--- src/rtl/rt_pkg.sv ---
package rt_pkg;
    localparam int DW = 8;
    localparam int AW = 8;
    localparam int CW = 16;

    localparam logic [AW-1:0] A_MASK = 8'h02;
    localparam logic [AW-1:0] A_RLO  = 8'h03;
    localparam logic [AW-1:0] A_RHI  = 8'h04;
    localparam logic [AW-1:0] A_RUN  = 8'h09;
    localparam int            CTL_BIT = 2;

    typedef enum logic {
        ST_HALT = 1'b0,
        ST_RUN  = 1'b1
    } run_state_t;

    typedef enum logic [1:0] {
        MODE_DUAL = 2'd0,
        MODE_SLOW = 2'd1,
        MODE_FAST = 2'd2,
        MODE_NONE = 2'd3
    } clk_mode_t;
endpackage

--- src/rtl/rt_regs.sv ---
module rt_regs
    import rt_pkg::*;
(
    input  logic          clk,
    input  logic          rst_n,
    input  logic [AW-1:0] bus_addr,
    input  logic [DW-1:0] bus_wdata,
    input  logic          bus_we,
    output logic [DW-1:0] bus_rdata,
    output logic [CW-1:0] reload,
    output logic          mask_bit,
    output logic          run_bit
);
    localparam int HALF = CW / 2;

    logic [DW-1:0]   mask_q, run_q;
    logic [HALF-1:0] rlo_q, rhi_q;

    always_ff @(posedge clk or negedge rst_n) begin
        if (!rst_n) begin
            mask_q <= '0;
            run_q  <= '0;
            rlo_q  <= '0;
            rhi_q  <= '0;
        end else if (bus_we) begin
            unique case (bus_addr)
                A_MASK:  mask_q <= bus_wdata;
                A_RUN:   run_q  <= bus_wdata;
                A_RLO:   rlo_q  <= bus_wdata[HALF-1:0];
                A_RHI:   rhi_q  <= bus_wdata[HALF-1:0];
                default: ;
            endcase
        end
    end

    always_comb begin
        unique case (bus_addr)
            A_MASK:  bus_rdata = mask_q;
            A_RUN:   bus_rdata = run_q;
            default: bus_rdata = '0;
        endcase
    end

    assign reload   = {rhi_q, rlo_q};
    assign mask_bit = mask_q[CTL_BIT];
    assign run_bit  = run_q[CTL_BIT];

    // reload bytes are never visible on the read path
    p_wo_read_r2: assert property (@(posedge clk) disable iff (!rst_n)
        (bus_addr == A_RLO || bus_addr == A_RHI) |-> bus_rdata == '0);
endmodule

--- src/rtl/rt_tick_sel.sv ---
module rt_tick_sel
    import rt_pkg::*;
(
    input  logic       clk,
    input  logic       rst_n,
    input  logic [1:0] clk_mode,
    input  logic       slow_tick,
    input  logic       fast_tick,
    output logic       tick
);
    always_comb begin
        unique case (clk_mode_t'(clk_mode))
            MODE_DUAL: tick = slow_tick;
            MODE_SLOW: tick = slow_tick;
            MODE_FAST: tick = fast_tick;
            MODE_NONE: tick = 1'b0;
        endcase
    end

    // the unused code never produces a tick
    p_none_r6: assert property (@(posedge clk) disable iff (!rst_n)
        (clk_mode == MODE_NONE) |-> !tick);
endmodule

--- src/rtl/rt_counter.sv ---
module rt_counter
    import rt_pkg::*;
(
    input  logic          clk,
    input  logic          rst_n,
    input  logic          run_bit,
    input  logic          tick,
    input  logic [CW-1:0] reload,
    output logic          wrap
);
    run_state_t    state_q, state_d;
    logic [CW-1:0] cnt_q, cnt_d;

    // state register
    always_ff @(posedge clk or negedge rst_n) begin
        if (!rst_n) state_q <= ST_HALT;
        else        state_q <= state_d;
    end

    // transitions: start / stop
    always_comb begin
        state_d = state_q;
        unique case (state_q)
            ST_HALT: if (run_bit)  state_d = ST_RUN;
            ST_RUN:  if (!run_bit) state_d = ST_HALT;
        endcase
    end

    // outputs and next count
    always_comb begin
        wrap  = 1'b0;
        cnt_d = cnt_q;
        unique case (state_q)
            ST_HALT: cnt_d = cnt_q;
            ST_RUN: begin
                if (tick) begin
                    if (cnt_q == '0) begin
                        wrap  = 1'b1;
                        cnt_d = reload;
                    end else begin
                        cnt_d = cnt_q - 1'b1;
                    end
                end
            end
        endcase
    end

    always_ff @(posedge clk or negedge rst_n) begin
        if (!rst_n) cnt_q <= '0;
        else        cnt_q <= cnt_d;
    end

    p_dec_r4: assert property (@(posedge clk) disable iff (!rst_n)
        (state_q == ST_RUN && tick && cnt_q != '0) |=> cnt_q == $past(cnt_q) - 1'b1);
    p_reload_r4: assert property (@(posedge clk) disable iff (!rst_n)
        (state_q == ST_RUN && tick && cnt_q == '0) |=> cnt_q == $past(reload));
    p_hold_r3: assert property (@(posedge clk) disable iff (!rst_n)
        !(state_q == ST_RUN && tick) |=> $stable(cnt_q));
    p_stop_r3: assert property (@(posedge clk) disable iff (!rst_n)
        !run_bit |=> state_q == ST_HALT);
endmodule

--- src/rtl/rt_pending.sv ---
module rt_pending (
    input  logic clk,
    input  logic rst_n,
    input  logic wrap,
    input  logic pend_clr,
    output logic pend
);
    always_ff @(posedge clk or negedge rst_n) begin
        if (!rst_n)        pend <= 1'b0;
        else if (wrap)     pend <= 1'b1;
        else if (pend_clr) pend <= 1'b0;
    end

    p_set_r7: assert property (@(posedge clk) disable iff (!rst_n)
        wrap |=> pend);
    p_sticky_r7: assert property (@(posedge clk) disable iff (!rst_n)
        (pend && !pend_clr) |=> pend);
    p_clear_r7: assert property (@(posedge clk) disable iff (!rst_n)
        (pend_clr && !wrap) |=> !pend);
endmodule

--- src/rtl/reload_timer.sv ---
module reload_timer
    import rt_pkg::*;
(
    input  logic          clk,
    input  logic          rst_n,
    input  logic [AW-1:0] bus_addr,
    input  logic [DW-1:0] bus_wdata,
    input  logic          bus_we,
    output logic [DW-1:0] bus_rdata,
    input  logic          slow_tick,
    input  logic          fast_tick,
    input  logic [1:0]    clk_mode,
    input  logic          pend_clr,
    output logic          irq
);
    logic [CW-1:0] reload;
    logic          mask_bit, run_bit, tick, wrap, pend;

    rt_regs u_regs (
        .clk(clk), .rst_n(rst_n), .bus_addr(bus_addr), .bus_wdata(bus_wdata),
        .bus_we(bus_we), .bus_rdata(bus_rdata), .reload(reload),
        .mask_bit(mask_bit), .run_bit(run_bit)
    );

    rt_tick_sel u_tick (
        .clk(clk), .rst_n(rst_n), .clk_mode(clk_mode),
        .slow_tick(slow_tick), .fast_tick(fast_tick), .tick(tick)
    );

    rt_counter u_cnt (
        .clk(clk), .rst_n(rst_n), .run_bit(run_bit), .tick(tick),
        .reload(reload), .wrap(wrap)
    );

    rt_pending u_pend (
        .clk(clk), .rst_n(rst_n), .wrap(wrap), .pend_clr(pend_clr), .pend(pend)
    );

    assign irq = pend & mask_bit;

    // a masked request never reaches the output
    p_mask_r8: assert property (@(posedge clk) disable iff (!rst_n)
        !mask_bit |-> !irq);
endmodule

--- config.mk ---
export PLATFORM = sky130hd
export DESIGN_NAME = reload_timer
export DESIGN_NICKNAME = d
export VERILOG_FILES = /design/src/rtl/rt_pkg.sv /design/src/rtl/rt_regs.sv /design/src/rtl/rt_tick_sel.sv /design/src/rtl/rt_counter.sv /design/src/rtl/rt_pending.sv /design/src/rtl/reload_timer.sv
export SDC_FILE = /design/constraint.sdc
export NUM_CORES = 1
export LEC_CHECK = 0
export ABC_CLOCK_PERIOD_IN_PS = 2000
export CAP_MARGIN = 20
export CORE_MARGIN = 2
export CORE_UTILIZATION = 49
export DETAILED_ROUTE_END_ITERATION = 6
export GPL_TIMING_DRIVEN = 0
export PLACE_DENSITY_LB_ADDON = 0.1
export SYNTH_ARGS = -nofsm -noshare
export SYNTH_HDL_FRONTEND = slang
export SYNTH_SLANG_ARGS = --single-unit
export TNS_END_PERCENT = 5
--- constraint.sdc ---
create_clock -name clk -period 2 [get_ports clk]
set_clock_uncertainty 0.05 [all_clocks]
set_input_delay 0.4 -clock clk [delete_from_list [all_inputs] [get_ports clk]]
set_output_delay 0.4 -clock clk [all_outputs]
set_load 0.05 [all_outputs]
; ---- After elaboration in Yosys (flattened, before gate mapping)
; Index checks and enable logic that the tools add are counted.
[op_classes]
add_sub_neg = 1
eq_ne = 8
mux = 11
n_bitwise = 1
n_reduce_logical = 9
[ops]
columns = cell, n
row1 = $mux W16, 3
row2 = $eq A8 B2 Y1 const B, 2
row3 = $logic_not A16 Y1, 1
row4 = $pmux W8 S2, 1
row5 = $sub A16 B1 Y16 const B, 1
row6 = $reduce_and A2 Y1, 5
row7 = $eq A8 B3 Y1 const B, 1
row8 = $eq A8 B4 Y1 const B, 1
row9 = $mux W1, 6
row10 = $eq A2 B2 Y1 const B, 2
row11 = $pmux W1 S3, 1
row12 = $eq A2 B1 Y1 const B, 1
row13 = $logic_not A2 Y1, 1
row14 = $ne A2 B2 Y1 const B, 1
row15 = $reduce_bool A2 Y1, 1
row16 = $reduce_or A2 Y1, 1
row17 = $and A1 B1 Y1, 1
[word_totals]
regBits = 50
out_inout_bits = 9
word_cells = 37

; ---- Depth between registers and ports, before layout
; Gate-level depths: netlist (run 1).
[depth]
ltp_word = 6
depth_mapped = 8

; ---- Cells and area by module
; A second synthesis (run 1) with hierarchy kept.
[hier_totals]
hier_cells = 228
area_unflattened_um2 = 2593.7
[modules_own_cells]
columns = mod, instances, cells_per_inst, area_each_um2
row1 = rt_regs, 1, 94, 1408.9
row2 = rt_counter, 1, 127, 1126.1
row3 = rt_pending, 1, 3, 36.3
row4 = rt_tick_sel, 1, 3, 16.3
row5 = reload_timer, 1, 1, 6.3

; ---- Least setup slack after synthesis (run 1)
; OpenSTA, ideal clock, no wires.
[synth_timing]
path_type = input -> output
start = in bus_addr[5]
end = out bus_rdata[0]
arrival_time_ps = 1840
slack_ps = -290
stages = 4
cell_sequence = nor4_2 > nand2b_1 > nor4b_2 > a22o_1
[synth_via]
elab_chain_cells = 2
word_cells_on_any_way = 3
classes_between = eq/ne: 2 / mux: 1
[synth_rtl]
columns = item, line
row1 = from (decl), reload_timer.sv:6  ; input logic [AW-1:0] bus_addr,
row2 = $eq A8 B4 Y1 or $eq A8 B2 Y1 (tied branches), rt_regs.sv:37  ; unique case (bus_addr)
row3 = $pmux W8 S2 *, rt_regs.sv:37
row4 = to (decl), reload_timer.sv:9  ; output logic [DW-1:0] bus_rdata,
; Every way passes the cells marked *; elsewhere a longest branch is shown, timed or not.

; ---- Worst setup path after layout (run 1)
[layout_timing]
start = in bus_addr[5]
end = out bus_rdata[1]
; Same word-level chain as after synthesis.

==> results of run 1 <==
==> metal layers <==
metal	vias up	wire length, um
li1	903	-
met1	945	2420
met3	5	179
met4	0	53
met2	24	2930
met5	-	0
==> layout make-up <==
| type | instances | area share, % |
|---|---|---|
| multi-input cells | 141 | 39.7 |
| clock buffers | 5 | 2.00 |
| flip-flops and latches | 50 | 36.4 |
| well taps | 67 | 2.44 |
| inverters | 6 | 0.655 |
| clock inverters | 3 | 0.764 |
| repair buffers | 55 | 16.6 |
| plain buffers | 6 | 1.46 |
==> flip-flops by register name, indices dropped and copies added (netlist names) <==
name           count
u_regs.rlo_q       8
u_regs.rhi_q       8
u_regs.mask_q      8
u_pend.pend        1
u_cnt.cnt_q       16
u_regs.run_q       8
u_cnt.state_q      1
==> power groups by stage <==
stage                     Combinational (mW)  Clock (mW)  Sequential (mW)
after floorplan                        0.216           0             1.12
after global placement                 0.336           0             1.14
after detailed placement               0.347           0             1.14
after CTS                              0.356       0.639             1.12
after global routing                   0.474       0.675             1.13
final                                  0.429       0.619             1.13
==> placed cells by master (no fill, tap or decap), drive strengths merged, types with 2 or more instances in the layout <==
cell type and n:
clkbuf 8, or2 2, ha 2, inv 8
a21oi 4, nor4b 3, a22oi 3, o2bb2ai 2
dlygate4sd2 3, nor2 8, o31ai 2, dfrtp 50
nand3 5, o21a 2, o41ai 3, mux2 32
a22o 8, nor2b 2, nor3 7, or4 3
nor4 4, o21ai 14, buf 38, a211o 2
clkdlybuf4s50 16, mux2i 6, nand2 8
==> cell families after synthesis <==
kind of cell / after synthesis
and+or+nand+nor: 53
DFF: 50
AOI/OAI and AO/OA: 48
muxes: 38
buffers and inverters: 12
adders and majority gates: 2
==> final timing paths <==
| check | start | to | cells past startpoint | slack, ns |
|---|---|---|---|---|
| min in group asynchronous | rst_n | u_cnt.cnt_q[1] | 2 | 0.44 |
| hold / removal | u_regs.run_q[2] | u_cnt.state_q | 0 | 0.40 |
| setup / recovery | bus_addr[5] | bus_rdata[1] | 8 | -0.19 |
| setup reg to reg | u_cnt.cnt_q[0] | u_cnt.cnt_q[6] | 8 | -0.04 |
| max in group asynchronous | rst_n | u_cnt.cnt_q[7] | 3 | 0.94 |
| hold reg to reg | u_regs.run_q[2] | u_cnt.state_q | 0 | 0.40 |
==> critical path: stages <==
cell and delay, ns:
buf_6 0.09, nor4_4 0.28, buf_4 0.17, nand2b_4 0.06
nor4b_4 0.26, buf_6 0.19, a22o_4 0.15, buf_8 0.14
==> repair_timing <==
item,CTS,global route
resized for setup,99,37
pin swaps,11,11
setup buffers,13,8
cloned,0,0
hold buffers,1,0
endpoints found under the hold margin,10,0
endpoints found under the setup margin,54,41
==> impl_metrics.tcl, run 1 <==
set metrics [dict create \
    setup_ws_ns -0.186 \
    grtUsageMet1_pct 30.1 \
    syn_area_um2 2470 \
    ant_nets 0 \
    total_power_mw 2.18 \
    maxClockFrequency_mhz 457 \
    worst_pin_slew_ns 0.675 \
    ys.flop_type "dfrtp_1" \
    final_cell_area_um2 3440 \
    syn_area_per_cell_um2 12.2 \
    io_pins 33 \
    drt_pre_antenna_iters 4 \
    muxShareOfSynthArea_pct 17.0 \
    routed_wl_mm 5.58 \
    clock-sinks 50 \
    synth_top_family_by_area "multiplexers" \
    n_fill_cell 342 \
    synth_area_leaders "dfrtp_1 51%, mux2_2 15%, a22o_1 2.8%, mux2i_1 2.4%, o21ai_0 2.0%" \
    multiInputGateArea_um2 1370 \
    synth-seq-area-share_pct 50.6 \
    power_leakage_nw 1.59 \
    postPlaceCellArea_um2 2910 \
    clkLatencyLatePin_ns 0.31 \
    stdcell_count 333 \
    grt_max_degree 41 \
    power_switching_mw 0.631 \
    swShare_pct 29.0 \
    dp_slack_ns -1.30 \
    seqCellArea_um2 1250 \
    synth.top_cells.by_count "50 x dfrtp_1, 32 x mux2_2, 10 x o21ai_0" \
    setup_viol 16 \
    comb_power_share_pct 19.7 \
    grt_usage_pct 22.0 \
    cts_tree "done" \
    path_class "in -> out" \
    fin_setup_tns_ns -1.54 \
    cp.arrival_ns 1.74 \
    p_int_mw 1.54 \
    wl_per_cell_um 16.8 \
    hold_path_class "reg -> reg" \
    clkPwrFrac_pct 28.5 \
    hold-worst-slack_ns 0.403 \
    final_nets 291 \
    failed_checks "setup timing" \
    synth_cells 203 \
    place_inst 303 \
    finalHoldViolCount 0 \
    syn_to_final_growth_pct 39.1 \
    outcome "finished with violations" \
    netlist.area_leader.share_pct 50.6 \
    rows 25 \
    drive_above_1_share_pct 45.1 \
    die_w_um 75.0 \
    pwr-share-seq_pct 51.8 \
    yosysMostFrequentCell "dfrtp_1" \
    startpoint_type "input port" \
    ir_worst_vdd_uv 527 \
    synthXorXnorAreaFrac_pct 0 \
    max_cap_viol_count 0 \
    yosys.area_share.simple_pct 14.9 \
    critPathCaptureType "primary output" \
    clk_pin_slew_worst_paths_ns 0.10 \
    ys_warn_count 0 \
    period_minus_slack_ns 2.19 \
    slew_headroom_pct 54.7 \
    fp.dieArea_um2 5630 \
    grt_busiest_layer "met2" \
    synth_cell_types 57 \
    diodes 0 \
    gp_routability_congestion 0.808 \
    grt_pass1_vias 1841 \
    via_per_inst 5.64 \
    antenna_found_initial 0 \
    htreeDepth 2 \
    portBuffers 32 \
    vias 1877 \
    drcViolationCount 0 \
    async_reset_ff_share_pct 100 \
    synth_edf_count 0 \
    synth-seq-cells 50 \
    synthAdderAreaFrac_pct 1.01 \
    met3_usage_pct 4.28 \
    cts.path.max_buffers 2 \
    drv_slew 0 \
    drtIter0Drc 63 \
    die_h_um 75.0 \
    grt_pass1_wl_mm 9.15 \
    rsz0062_at_grt "yes" \
    synth_compound_area_share_pct 14.0 \
    grt_overflow 0 \
    utilization_pct 71.9 \
    dpl.hpwl_mm 3.80 \
    synth_nets 229 \
    start_util_pct 51.7 \
    powerDensity_nw_per_um2 633 \
    root_buffer "clkbuf_8" \
    yosysTopAreaCell "dfrtp_1" \
    path_max_fanout 7 \
    cp_data_required_time_ns 1.55 \
    gr-usage-met2_pct 35.7 \
    core_area_um2 4790 \
    post-route-period-util_pct 109 \
    numCtsBuffers 5 \
]
No activity file was read; power rests on OpenSTA's default activity.
==> run 2, diff against run 1 <==
Settings changed: CAP_MARGIN 20 to 10, CORE_UTILIZATION 49 to 30.
==> impl_metrics.tcl, run 2 (synthesis results as in run 1) <==
set metrics [dict create \
    outcome "finished with violations" \
    failed_checks "setup timing" \
    fp.dieArea_um2 8980 \
    routed_wl_mm 5.94 \
    grt_usage_pct 14.8 \
    utilization_pct 42.3 \
    grt_busiest_layer "met2" \
    path_max_fanout 7 \
    clk_pin_slew_worst_paths_ns 0.10 \
    portBuffers 32 \
    setup_viol 29 \
    hold-worst-slack_ns 0.398 \
    final_nets 285 \
    fin_setup_tns_ns -1.90 \
    cp.arrival_ns 1.72 \
    layout_commonest_cell "dfrtp_1" \
    crit_slowest_cell "nor4_4" \
    largest_reg_flops 16 \
    path_class "in -> out" \
    met3_usage_pct 2.71 \
    dpl.hpwl_mm 4.22 \
    cts.path.max_buffers 2 \
    grtUsageMet1_pct 19.3 \
    cpPeakStageDelay_ns 0.28 \
    startpoint_type "input port" \
    grt_pass1_wl_mm 10.2 \
    grt_overflow 0 \
    slew_headroom_pct 48.3 \
    drcViolationCount 0 \
    htreeDepth 2 \
    critPathCaptureType "primary output" \
    max_cap_viol_count 0 \
    r2r_slack_ns -0.09 \
    cpMostUsedCell "buf_6" \
    post-route-period-util_pct 108 \
    core_area_um2 8090 \
    rsz0062_at_grt "yes" \
    drt_pre_antenna_iters 4 \
    syn_to_final_growth_pct 38.4 \
    period_minus_slack_ns 2.17 \
    regMostFlops "u_cnt.cnt_q" \
    final_cell_mix "49 x dfrtp_1, 32 x mux2_2, 16 x clkdlybuf4s50_1" \
    root_buffer "clkbuf_8" \
    drtIter0Drc 69 \
    path_cells "buf_6, nor4_4, buf_4, nand2b_4, nor4b_4, buf_6, a22o_4, buf_8" \
    clkLatencyLatePin_ns 0.31 \
    die_h_um 94.8 \
    diodes 0 \
    powerDensity_nw_per_um2 640 \
    maxClockFrequency_mhz 462 \
    wl_per_cell_um 16.3 \
    via_per_inst 4.99 \
    drive_above_1_share_pct 41.9 \
    total_power_mw 2.19 \
    gp_routability_congestion 0.748 \
    vias 1821 \
    antenna_found_initial 0 \
    power_leakage_nw 1.56 \
    grt_pass1_vias 1918 \
    finalHoldViolCount 0 \
    gr-usage-met2_pct 25.4 \
    rows 33 \
    cp_top_family "buffers and inverters" \
    numCtsBuffers 5 \
    cts_tree "done" \
    hold_path_class "reg -> reg" \
    cp_data_required_time_ns 1.55 \
    ant_nets 0 \
    clock-sinks 50 \
    start_util_pct 30.6 \
    grt_max_degree 36 \
    die_w_um 94.8 \
    io_pins 33 \
    setup_ws_ns -0.166 \
    ir_worst_vdd_uv 272 \
    drv_slew 0 \
    cp_num_buf_inv 4 \
    worst_pin_slew_ns 0.773 \
]
[run 2: layout make-up]
| class | instances | area (um^2) |
|---|---|---|
| Inverter | 6 | 22.5 |
| Multi-Input combinational cell | 141 | 1330 |
| Fill cell | 793 | 4670 |
| Clock inverter | 3 | 25.0 |
| Tap cell | 105 | 131 |
| Buffer | 6 | 48.8 |
| Sequential cell | 50 | 1250 |
| Timing Repair Buffer | 49 | 539 |
| Clock buffer | 5 | 68.8 |
[run 2: path summary, 6_finish.rpt]
| check | from | to | cells after the start |
|---|---|---|---|
| worst max-delay path | bus_addr[4] | bus_rdata[5] | 8 |
| worst min-delay path | u_regs.run_q[2] | u_cnt.state_q | 0 |
| worst max register to register | u_cnt.cnt_q[0] | u_cnt.cnt_q[6] | 8 |
| worst min register to register | u_regs.run_q[2] | u_cnt.state_q | 0 |
| max in group asynchronous | rst_n | u_cnt.cnt_q[7] | 3 |
| min in group asynchronous | rst_n | u_cnt.cnt_q[15] | 2 |
[run 2: report_power, final]
group / internal (mW) / switching (mW)
sequential: 1.07 / 0.0550
combinational: 0.230 / 0.215
clock: 0.253 / 0.372
[run 2: stage by stage]
step	setup slack (ns)	cells	cell area, um^2
after CTS	-0.206	358	3270
after global placement	-1.38	340	2950
final	-0.166	365	3420
after detailed placement	-1.38	341	2960
after global routing	-0.256	365	3420
after floorplan	-0.0369	203	2490
[run 2: repair_timing]
action / in CTS / in global routing
endpoints found under the hold margin: 15 / 0
buffers inserted: 7 / 8
cloned: 1 / 0
endpoints found under the setup margin: 55 / 41
pin swaps: 12 / 9
resized for setup: 97 / 21
hold buffers: 1 / 0
[run 2: worst reg2reg max path: cells and delay by family (launching register included)]
family	cells	cell delay (ns)
buf+inv	3	0.38
compound gates	2	0.24
fa+ha+maj	1	0.14
simple gates	2	0.75
flops	1	0.40
[run 2: per-layer routing]
metal | wire length (um) | share of wire, %
met5 | 0 | 0
met4 | 64 | 1.1
met3 | 126 | 2.1
met2 | 2910 | 49
met1 | 2830 | 48
